## config.mk

```make
export PLATFORM = sky130hd
export DESIGN_NAME = rsSched
export DESIGN_NICKNAME = d
export VERILOG_FILES = /design/src/rtl/rsSchedPkg.sv /design/src/rtl/rsSchedCtrl.sv /design/src/rtl/rsSchedData.sv /design/src/rtl/rsSched.sv
export SDC_FILE = /design/constraint.sdc
export NUM_CORES = 2
export LEC_CHECK = 0
export CAP_MARGIN = 15
export CORE_UTILIZATION = 48
export CTS_BUF_LIST = sky130_fd_sc_hd__clkbuf_8
export DETAILED_ROUTE_END_ITERATION = 8
export PLACE_DENSITY = 0.66
export SYNTH_ARGS = -nofsm -noshare
export SYNTH_HDL_FRONTEND = slang
export SYNTH_HIERARCHICAL = 1
export SYNTH_SLANG_ARGS = --single-unit
```

## constraint.sdc

```tcl
create_clock -name clk -period 4.8 [get_ports clk]
set_input_delay 0.96 -clock clk [delete_from_list [all_inputs] [get_ports clk]]
set_output_delay 0.96 -clock clk [all_outputs]
set_load 0.005 [all_outputs]
```

## src/rtl/rsSchedPkg.sv

```systemverilog
package rsSchedPkg;

  // Strobes the control half hands to the datapath half each cycle.
  typedef struct packed {
    logic allocEn;   // write the incoming instruction into allocIdx
    logic grantEn;   // slot grantIdx leaves the window at this edge
    logic flushEn;   // drop every slot
  } rsStrobe_t;

endpackage

```

## src/rtl/rsSchedCtrl.sv

```systemverilog
module rsSchedCtrl
  import rsSchedPkg::*;
#(
  parameter int NUM_ENTRIES = 8,
  parameter int IDX_W       = 3
) (
  input  logic                   clk,
  input  logic                   rstN,
  input  logic                   flush,
  input  logic                   allocValid,
  input  logic [NUM_ENTRIES-1:0] entryValid,
  input  logic [NUM_ENTRIES-1:0] entryReady,
  output rsStrobe_t              strb,
  output logic [IDX_W-1:0]       allocIdx,
  output logic [IDX_W-1:0]       grantIdx,
  output logic                   full
);

  // olderQ[i][j] set: slot i was allocated before slot j
  logic [NUM_ENTRIES-1:0] olderQ [NUM_ENTRIES];
  logic [NUM_ENTRIES-1:0] winVec;
  logic                   anyFree;

  // lowest-numbered free slot
  always_comb begin
    allocIdx = '0;
    anyFree  = 1'b0;
    for (int i = NUM_ENTRIES - 1; i >= 0; i--) begin
      if (!entryValid[i]) begin
        allocIdx = IDX_W'(i);
        anyFree  = 1'b1;
      end
    end
  end

  assign full = !anyFree;

  // a ready slot wins when no other ready slot is older than it
  always_comb begin
    logic blocked;
    winVec = '0;
    for (int i = 0; i < NUM_ENTRIES; i++) begin
      blocked = 1'b0;
      for (int j = 0; j < NUM_ENTRIES; j++) begin
        if (entryReady[j] && olderQ[j][i]) blocked = 1'b1;
      end
      winVec[i] = entryReady[i] & ~blocked;
    end
  end

  always_comb begin
    grantIdx = '0;
    for (int i = 0; i < NUM_ENTRIES; i++) begin
      if (winVec[i]) grantIdx = IDX_W'(i);
    end
  end

  always_comb begin
    strb.allocEn = allocValid & anyFree & ~flush;
    strb.grantEn = (|winVec) & ~flush;
    strb.flushEn = flush;
  end

  // new slot is younger than every slot currently held
  always_ff @(posedge clk or negedge rstN) begin
    if (!rstN) begin
      for (int i = 0; i < NUM_ENTRIES; i++) olderQ[i] <= '0;
    end else if (strb.allocEn) begin
      olderQ[allocIdx] <= '0;
      for (int j = 0; j < NUM_ENTRIES; j++) begin
        olderQ[j][allocIdx] <= entryValid[j];
      end
    end
  end

  p_one_grant_r8 : assert property (@(posedge clk) disable iff (!rstN)
    $onehot0(winVec));

  p_grant_needs_ready_r8 : assert property (@(posedge clk) disable iff (!rstN)
    (strb.grantEn |-> entryReady[grantIdx]));

endmodule

```

## src/rtl/rsSchedData.sv

```systemverilog
module rsSchedData
  import rsSchedPkg::*;
#(
  parameter int NUM_ENTRIES = 8,
  parameter int IDX_W       = 3,
  parameter int TAG_W       = 4,
  parameter int VAL_W       = 32,
  parameter int OP_W        = 6
) (
  input  logic                   clk,
  input  logic                   rstN,
  input  rsStrobe_t              strb,
  input  logic [IDX_W-1:0]       allocIdx,
  input  logic [IDX_W-1:0]       grantIdx,
  input  logic [OP_W-1:0]        allocOp,
  input  logic [TAG_W-1:0]       allocDst,
  input  logic                   allocS1Rdy,
  input  logic [TAG_W-1:0]       allocS1Tag,
  input  logic [VAL_W-1:0]       allocS1Val,
  input  logic                   allocS2Rdy,
  input  logic [TAG_W-1:0]       allocS2Tag,
  input  logic [VAL_W-1:0]       allocS2Val,
  input  logic                   bcValid,
  input  logic [TAG_W-1:0]       bcTag,
  input  logic [VAL_W-1:0]       bcVal,
  output logic [NUM_ENTRIES-1:0] entryValid,
  output logic [NUM_ENTRIES-1:0] entryReady,
  output logic [OP_W-1:0]        dispOp,
  output logic [TAG_W-1:0]       dispDst,
  output logic [VAL_W-1:0]       dispS1Val,
  output logic [VAL_W-1:0]       dispS2Val
);

  logic             vld   [NUM_ENTRIES];
  logic             s1Rdy [NUM_ENTRIES];
  logic             s2Rdy [NUM_ENTRIES];
  logic [OP_W-1:0]  opQ   [NUM_ENTRIES];
  logic [TAG_W-1:0] dstQ  [NUM_ENTRIES];
  logic [TAG_W-1:0] s1Tag [NUM_ENTRIES];
  logic [TAG_W-1:0] s2Tag [NUM_ENTRIES];
  logic [VAL_W-1:0] s1Val [NUM_ENTRIES];
  logic [VAL_W-1:0] s2Val [NUM_ENTRIES];

  // operand tags arriving with a new instruction, matched against this cycle's bus
  logic newHit1, newHit2;
  assign newHit1 = bcValid && (bcTag == allocS1Tag);
  assign newHit2 = bcValid && (bcTag == allocS2Tag);

  for (genvar gi = 0; gi < NUM_ENTRIES; gi++) begin : gSlot
    logic loadHere, freeHere, oldHit1, oldHit2;
    assign loadHere = strb.allocEn && (allocIdx == IDX_W'(gi));
    assign freeHere = strb.grantEn && (grantIdx == IDX_W'(gi));
    assign oldHit1  = bcValid && (bcTag == s1Tag[gi]);
    assign oldHit2  = bcValid && (bcTag == s2Tag[gi]);

    always_ff @(posedge clk or negedge rstN) begin
      if (!rstN) begin
        vld[gi]   <= 1'b0;
        s1Rdy[gi] <= 1'b0;
        s2Rdy[gi] <= 1'b0;
        opQ[gi]   <= '0;
        dstQ[gi]  <= '0;
        s1Tag[gi] <= '0;
        s2Tag[gi] <= '0;
        s1Val[gi] <= '0;
        s2Val[gi] <= '0;
      end else if (strb.flushEn) begin
        vld[gi] <= 1'b0;
      end else if (loadHere) begin
        vld[gi]   <= 1'b1;
        opQ[gi]   <= allocOp;
        dstQ[gi]  <= allocDst;
        s1Tag[gi] <= allocS1Tag;
        s2Tag[gi] <= allocS2Tag;
        s1Rdy[gi] <= allocS1Rdy | newHit1;
        s2Rdy[gi] <= allocS2Rdy | newHit2;
        s1Val[gi] <= allocS1Rdy ? allocS1Val : bcVal;
        s2Val[gi] <= allocS2Rdy ? allocS2Val : bcVal;
      end else begin
        if (freeHere) vld[gi] <= 1'b0;
        if (vld[gi] && !s1Rdy[gi] && oldHit1) begin
          s1Rdy[gi] <= 1'b1;
          s1Val[gi] <= bcVal;
        end
        if (vld[gi] && !s2Rdy[gi] && oldHit2) begin
          s2Rdy[gi] <= 1'b1;
          s2Val[gi] <= bcVal;
        end
      end
    end

    assign entryValid[gi] = vld[gi];
    assign entryReady[gi] = vld[gi] & s1Rdy[gi] & s2Rdy[gi];

    p_wake_src1_r4 : assert property (@(posedge clk) disable iff (!rstN)
      (vld[gi] && !s1Rdy[gi] && oldHit1 && !strb.flushEn) |=> s1Rdy[gi]);

    p_wake_src2_r4 : assert property (@(posedge clk) disable iff (!rstN)
      (vld[gi] && !s2Rdy[gi] && oldHit2 && !strb.flushEn) |=> s2Rdy[gi]);
  end

  assign dispOp    = opQ[grantIdx];
  assign dispDst   = dstQ[grantIdx];
  assign dispS1Val = s1Val[grantIdx];
  assign dispS2Val = s2Val[grantIdx];

  p_alloc_into_free_r2 : assert property (@(posedge clk) disable iff (!rstN)
    (strb.allocEn |-> !entryValid[allocIdx]));

  p_free_after_grant_r8 : assert property (@(posedge clk) disable iff (!rstN)
    (strb.grantEn |=> !entryValid[$past(grantIdx)]));

  p_flush_empties_r9 : assert property (@(posedge clk) disable iff (!rstN)
    (strb.flushEn |=> (entryValid == '0)));

endmodule

```

## src/rtl/rsSched.sv

```systemverilog
module rsSched
  import rsSchedPkg::*;
#(
  parameter int NUM_ENTRIES = 8,
  parameter int TAG_W       = 4,
  parameter int VAL_W       = 32,
  parameter int OP_W        = 6
) (
  input  logic             clk,
  input  logic             rstN,
  input  logic             flush,
  input  logic             allocValid,
  input  logic [OP_W-1:0]  allocOp,
  input  logic [TAG_W-1:0] allocDst,
  input  logic             allocS1Rdy,
  input  logic [TAG_W-1:0] allocS1Tag,
  input  logic [VAL_W-1:0] allocS1Val,
  input  logic             allocS2Rdy,
  input  logic [TAG_W-1:0] allocS2Tag,
  input  logic [VAL_W-1:0] allocS2Val,
  input  logic             bcValid,
  input  logic [TAG_W-1:0] bcTag,
  input  logic [VAL_W-1:0] bcVal,
  output logic             full,
  output logic             dispValid,
  output logic [OP_W-1:0]  dispOp,
  output logic [TAG_W-1:0] dispDst,
  output logic [VAL_W-1:0] dispS1Val,
  output logic [VAL_W-1:0] dispS2Val
);

  localparam int IDX_W = (NUM_ENTRIES > 1) ? $clog2(NUM_ENTRIES) : 1;

  rsStrobe_t              strb;
  logic [IDX_W-1:0]       allocIdx, grantIdx;
  logic [NUM_ENTRIES-1:0] entryValid, entryReady;

  rsSchedCtrl #(.NUM_ENTRIES(NUM_ENTRIES), .IDX_W(IDX_W)) ctrl_i (
    .clk(clk), .rstN(rstN), .flush(flush), .allocValid(allocValid),
    .entryValid(entryValid), .entryReady(entryReady), .strb(strb),
    .allocIdx(allocIdx), .grantIdx(grantIdx), .full(full)
  );

  rsSchedData #(.NUM_ENTRIES(NUM_ENTRIES), .IDX_W(IDX_W), .TAG_W(TAG_W),
                .VAL_W(VAL_W), .OP_W(OP_W)) data_i (
    .clk(clk), .rstN(rstN), .strb(strb), .allocIdx(allocIdx), .grantIdx(grantIdx),
    .allocOp(allocOp), .allocDst(allocDst),
    .allocS1Rdy(allocS1Rdy), .allocS1Tag(allocS1Tag), .allocS1Val(allocS1Val),
    .allocS2Rdy(allocS2Rdy), .allocS2Tag(allocS2Tag), .allocS2Val(allocS2Val),
    .bcValid(bcValid), .bcTag(bcTag), .bcVal(bcVal),
    .entryValid(entryValid), .entryReady(entryReady),
    .dispOp(dispOp), .dispDst(dispDst), .dispS1Val(dispS1Val), .dispS2Val(dispS2Val)
  );

  assign dispValid = strb.grantEn;

endmodule

```

After elaboration in Yosys (flattened, before gate mapping)
Index checks and enable logic that the tools add are counted.

storage, ports and cells
  bits of input ports = 125
  output and inout bits = 76
  bits in registers = 744
  word-level logic and storage cells = 560

operators by class
  reduce and logical (&&, ||, !) cells = 200
  magnitude comparators = 5
  bitwise logic cells = 42
  muxes and demuxes = 201
  eq/ne operators = 32

operator list
  kind                                            count
  2-to-1 mux 32 bit                               38
  binary-select mux 32 bit (select 3 bit)         2
  logical AND 1 bit                               132
  2-to-1 mux 1 bit                                130
  == test 4 bit                                   18
  bitwise AND 64 bit                              1
  bitwise mux 8 bit                               8
  inverter 64 bit                                 1
  AND reduction 2 bit                             24
  2-to-1 mux 3 bit                                12
  nonzero test 2 bit                              16
  bitwise AND 1 bit                               27
  demux 8 bit (select 3 bit)                      1
  == test 3 bit (second input constant)           8
  nonzero test 3 bit                              8
  binary-select mux 6 bit (select 3 bit)          1
  zero test 1 bit                                 17
  binary-select mux 4 bit (select 3 bit)          1
  == test 3 x 2 -> 1 bit (second input constant)  4
  2-to-1 mux 6 bit                                2
  inverter 1 bit                                  9
  >= comparator 4 bit (second input constant)     2
  2-to-1 mux 4 bit                                2
  2-to-1 mux 8 bit                                1
  other kinds (10)                                15

Logic depth before layout (Yosys ltp)
  depth in word-level cells = 25
  gate-level depth with buffers = 13
  depth with buffers taken out = 10

Cells and area by module
Netlist, hierarchy kept.

by module, submodules not included
  module       area each (um2)  cells each  sequential area each (um2)  times used
  rsSchedData  38182.9          2730        17016.3                     1
  rsSchedCtrl  3072.9           309         1601.5                      1

Worst setup path after synthesis
Ideal clock, no wire load.

  kind = register -> output
  start = register data_i.vld, in the netlist data_i/entryValid[5]
  end = output port dispDst[1]
  slack = 0.685 ns
  data required time = 3.840 ns
  stages on the path, launching flop included = 13
  path buffers = 4
  data arrival time = 3.155 ns
  cells stage by stage = dfrtp_1 -> and3_1 -> clkbuf_1 -> a22oi_1 -> and4b_1 -> a311oi_1 -> nor2_1 -> o311ai_1 -> buf_2 -> buf_2 -> buf_2 -> mux4_2 -> mux2_2

on the way
  longest elaborated chain between the ends = 19
  elaborated cells between the ends (all ways) = 55
  those cells by class = mux (31); bitwise (17); reduce/logical (7)

RTL lines
  what                                                    RTL line            source
  from (decl)                                             rsSchedData.sv:34   logic vld [NUM_ENTRIES];
  from (signal, indexed assignment)                       rsSchedData.sv:58   vld[gi] <= 1'b0;
  from (signal, indexed assignment)                       rsSchedData.sv:68   vld[gi] <= 1'b0;
  from (signal, indexed assignment)                       rsSchedData.sv:70   vld[gi] <= 1'b1;
  bitwise AND 1 bit * (2 in series)                       rsSchedData.sv:93   assign entryReady[gi] = vld[gi] & s1Rdy[gi] & s2Rdy[gi];
  named net entryReady[5]                                 rsSched.sv:36       logic [NUM_ENTRIES-1:0] entryValid, entryReady;
  logical AND 1 bit                                       rsSchedCtrl.sv:45   if (entryReady[j] && olderQ[j][i]) blocked = 1'b1;
  2-to-1 mux 1 bit (3 in series)                          rsSchedCtrl.sv:45
  inverter 1 bit                                          rsSchedCtrl.sv:47   winVec[i] = entryReady[i] & ~blocked;
  bitwise AND 1 bit                                       rsSchedCtrl.sv:47
  2-to-1 mux 1 bit                                        rsSchedCtrl.sv:54   if (winVec[i]) grantIdx = IDX_W'(i);
  2-to-1 mux 2 bit (2 in series)                          rsSchedCtrl.sv:54
  2-to-1 mux 3 bit (3 in series)                          rsSchedCtrl.sv:54
  2-to-1 mux 3 bit *                                      rsSchedCtrl.sv:54
  named net grantIdx[0]                                   rsSched.sv:35       logic [IDX_W-1:0] allocIdx, grantIdx;
  inverter 3 -> 4 bit (implied by the code) *             rsSchedData.sv:103  assign dispDst = dstQ[grantIdx];
  binary-select mux 4 bit (select 3 bit) *                rsSchedData.sv:103
  2-to-1 mux 4 bit (implied by the code) * (2 in series)  rsSchedData.sv:103
  to (decl)                                               rsSched.sv:27       output logic [TAG_W-1:0] dispDst,

Mark *: on every way through the listed nets, which the timed path passes. The rest lies on a longest branch. The select of a mux whose other input is x is not followed.

Worst setup path in the final report
  start = register data_i/s2Rdy[7] (netlist bit)
  end = output port dispS1Val[25]

on the way
  longest elaborated chain between the ends = 23
  elaborated cells between the ends (all ways) = 89
  those cells by class = mux (66); bitwise (16); reduce/logical (7)

RTL lines
  what                                                     RTL line            source
  from (decl)                                              rsSchedData.sv:36   logic s2Rdy [NUM_ENTRIES];
  from (signal, indexed assignment)                        rsSchedData.sv:76   s2Rdy[gi] <= allocS2Rdy | newHit2;
  bitwise AND 1 bit *                                      rsSchedData.sv:93
  named net entryReady[0]                                  rsSched.sv:36
  logical AND 1 bit                                        rsSchedCtrl.sv:45
  2-to-1 mux 1 bit (8 in series)                           rsSchedCtrl.sv:45
  inverter 1 bit                                           rsSchedCtrl.sv:47
  bitwise AND 1 bit                                        rsSchedCtrl.sv:47
  2-to-1 mux 1 bit                                         rsSchedCtrl.sv:54
  2-to-1 mux 2 bit (2 in series)                           rsSchedCtrl.sv:54
  2-to-1 mux 3 bit (3 in series)                           rsSchedCtrl.sv:54
  2-to-1 mux 3 bit *                                       rsSchedCtrl.sv:54
  named net grantIdx[0]                                    rsSched.sv:35
  inverter 3 -> 4 bit (implied by the code) *              rsSchedData.sv:104  assign dispS1Val = s1Val[grantIdx];
  binary-select mux 32 bit (select 3 bit) *                rsSchedData.sv:104
  2-to-1 mux 32 bit (implied by the code) * (2 in series)  rsSchedData.sv:104
  to (decl)                                                rsSched.sv:28       output logic [VAL_W-1:0] dispS1Val,

Marked as above.

==> metrics.cfg <==
[outcome]
outcome=complete, but fails checks
failed_checks=setup timing

[synth]
ys_ff_latch=744
post_synth.cell_area_avg_um2=13.6
yosys_warnings=6
postSynth.asyncResetShare_pct=100
yosys_most_used_dff=dfrtp_1
synth_cells=3039
yosysUniqueCellTypes=70
synth_seq_area_share_pct=45.1
syn-cell-area_um2=41300
syn-num-nets=3164
synth_edf_count=0

[floorplanning]
ios=201
dieWidth_um=295
coreArea_um2=85100
start_util_pct=48.5
die_area_um2=87100
fp.dieH_um=295
std_cell_rows=107

[worst_setup_path]
setup.worst_path.end_class=output pin
arrival_ns=4.09
crit_buf_inv=7
critPathSlowestCell=mux4_2
cp_cell_sequence=and3_4 > buf_4 > a22oi_1 > nand4b_1 > o21ai_0 > o311ai_4 > buf_4 > buf_12 > buf_12 > buf_16 > buf_12 > mux4_2 > mux2_4 > buf_6
crit_family=buffers and inverters
crit_top_cell=buf_12
cp_data_required_time_ns=3.84
cp_max_fo=6
crit_path_start_kind=register
cpPeakStageDelay_ns=0.42
path_class=register to output pin

[cts]
h-tree-depth=4
worst_skew_pair.late_latency_ns=0.82
clockBufferDepth=3
cts_buffers=137
clock-sinks=744
cts_root_buf=clkbuf_8
cts_tree=built
path_clk_slew_ns=0.07

[global_routing]
grt_first_pass_wirelength_um=188000
grt_max_degree=115
antenna_found_initial=7
grt_pass1_vias=29400
grt_overflow_total=0
grt.total_usage_pct=28.9

[final_layout]
drive_above_1_share_pct=55.1
final_cell_mix=1123 x mux2_2, 744 x dfrtp_1, 175 x clkbuf_8, 148 x mux4_2, 146 x nand2_1
layout_commonest_cell=mux2_2
area_delta_synth_final_pct=19.8
stdcell_count=4580
fillers=6762
nNetsFinal=3467

[place]
place.port_buffers=200
hpwl_um=71700
finalWeightedCongestion=0.960
dp_cells=4242

[sta]
fin_crit_sh_pct=105
setup_viol=69
tightest_slew_ns=1.23
fin_setup_tns_ns=-10.26
layout_setup_ws_ns=-0.245
fin_skew_ns=0.0388
grt_setup_unrepaired=yes
relSlewSlack_pct=17.8
fmax_mhz=198
fin_crit_ns=5.05
slew_viol_final=0
hold_violations=0

[hold_path]
min_path_type=primary input to asynchronous set/reset pin

[drt]
routed_wl_um=124000
drtIter0Drc=1956
dr.pass1.iters=6
detail-route-antenna-nets=0
drc_errors=0
wl_per_cell_um=27.0
vias=27500
vias_per_cell=6.00

[run]
maxCapViolCount=0

[pwr]
power_density_nw_per_um2=318
ir_drop_mv=0.273
power.leakage_nw=22.3

-- synthesized netlist by cell type (all sizes together) (3+ instances only) --
| cell type | n | area share [%] |
|---|---|---|
| xnor2 | 72 | 1.5 |
| clkbuf | 94 | 0.91 |
| nand3 | 7 | 0.11 |
| nand2 | 151 | 1.4 |
| and2 | 8 | 0.12 |
| or3 | 3 | 0.045 |
| inv | 71 | 0.65 |
| mux2 | 1231 | 34 |
| o211ai | 11 | 0.20 |
| dfrtp | 744 | 45 |
| mux4 | 148 | 8.1 |
| a22o | 6 | 0.13 |
| a21o | 7 | 0.13 |
| and3 | 11 | 0.17 |
| buf | 153 | 2.6 |
| nor2b | 7 | 0.11 |
| a22oi | 24 | 0.44 |
| o31ai | 18 | 0.82 |
| nand2b | 7 | 0.11 |
| a2bb2oi | 4 | 0.085 |
| nand4b | 10 | 0.30 |
| nor2 | 86 | 0.87 |
| a21oi | 87 | 1.1 |
| and4 | 3 | 0.070 |
| nand4 | 19 | 0.29 |
| o21a | 12 | 0.22 |
| o21ai | 20 | 0.25 |
-- path summary, 6_finish.rpt --
path / from / to / slack (ns) / depth (start not counted)
worst max register to register: data_i/entryValid[5]$_DFFE_PN0P_ / data_i/s1Val[237]$_DFFE_PN0P_ / 1.46 / 10
min in group clk: data_i/opQ[1]$_DFFE_PN0P_ / data_i/opQ[1]$_DFFE_PN0P_ / 0.47 / 2
worst min register to register: data_i/opQ[1]$_DFFE_PN0P_ / data_i/opQ[1]$_DFFE_PN0P_ / 0.47 / 2
max in group asynchronous: rstN / data_i/s2Val[125]$_DFFE_PN0P_ / 3.38 / 2
worst min-delay path: rstN / data_i/s1Val[201]$_DFFE_PN0P_ / 0.18 / 1
worst max-delay path: data_i/s2Rdy[7]$_DFFE_PN0P_ / dispS1Val[25] / -0.25 / 14
-- state kept, by name, indices dropped and copies added (netlist names), named ones only --
register / flops
data_i/s2Rdy: 8
data_i/s2Val: 256
ctrl_i/olderQ: 56
data_i/s1Val: 256
data_i/s1Tag: 32
data_i/opQ: 48
data_i/s2Tag: 32
data_i/entryValid: 8
data_i/s1Rdy: 8
data_i/dstQ: 32
-- per-layer routing --
metal	part of all wire (%)	up-vias	track usage (%)
li1	-	11800	-
met1	42	14500	38.3
met2	48	937	46.2
met3	6.5	274	6.16
met4	3.8	10	11.9
met5	0.045	-	0
-- through the flow --
step                hold WS [ns]  power (mW)  utilization, %  instance area (µm²)  setup slack [ns]
global placement           0.454        9.27            52.5                44700            0.0724
finish                     0.182        15.7            58.0                49400            -0.245
global route               0.219        16.4            58.0                49400            -0.347
floorplan                  0.440        8.31               -                41300             0.685
CTS                        0.194        15.9            57.9                49300            -0.355
detailed placement         0.457        9.38            52.5                44700             0.161
-- report_power, final --
group | total [mW] | switching [mW] | internal, mW
sequential | 6.96 | 0.247 | 6.71
clock | 6.25 | 2.73 | 3.52
combinational | 2.53 | 1.06 | 1.46
-- cells by family after synthesis --
family | share of synthesized area (%)
xor+xnor | 1.53
buf+inv | 4.17
compound gates | 3.67
simple gates | 3.83
flops | 45.1
mux | 41.7
-- what timing repair did --
item,CTS,global route
resized for setup,484,54
setup buffers,76,21
cloned,14,1
hold buffers,0,0
endpoints found under the setup margin,75,74
pin swaps,12,7
-- area by class of cell --
| type | count | area, µm² | area share (%) |
|---|---|---|---|
| clock inverter | 57 | 393 | 0.795 |
| sequential | 744 | 18600 | 37.7 |
| inverter | 71 | 267 | 0.539 |
| timing repair buffer | 411 | 4950 | 10.0 |
| tap | 1144 | 1430 | 2.90 |
| clock buffer | 175 | 2410 | 4.87 |
| antenna | 1 | 2.50 | 0.00506 |
| multi-input combinational | 1977 | 21400 | 43.2 |
Note: power is estimated with default switching activity, not from simulation.
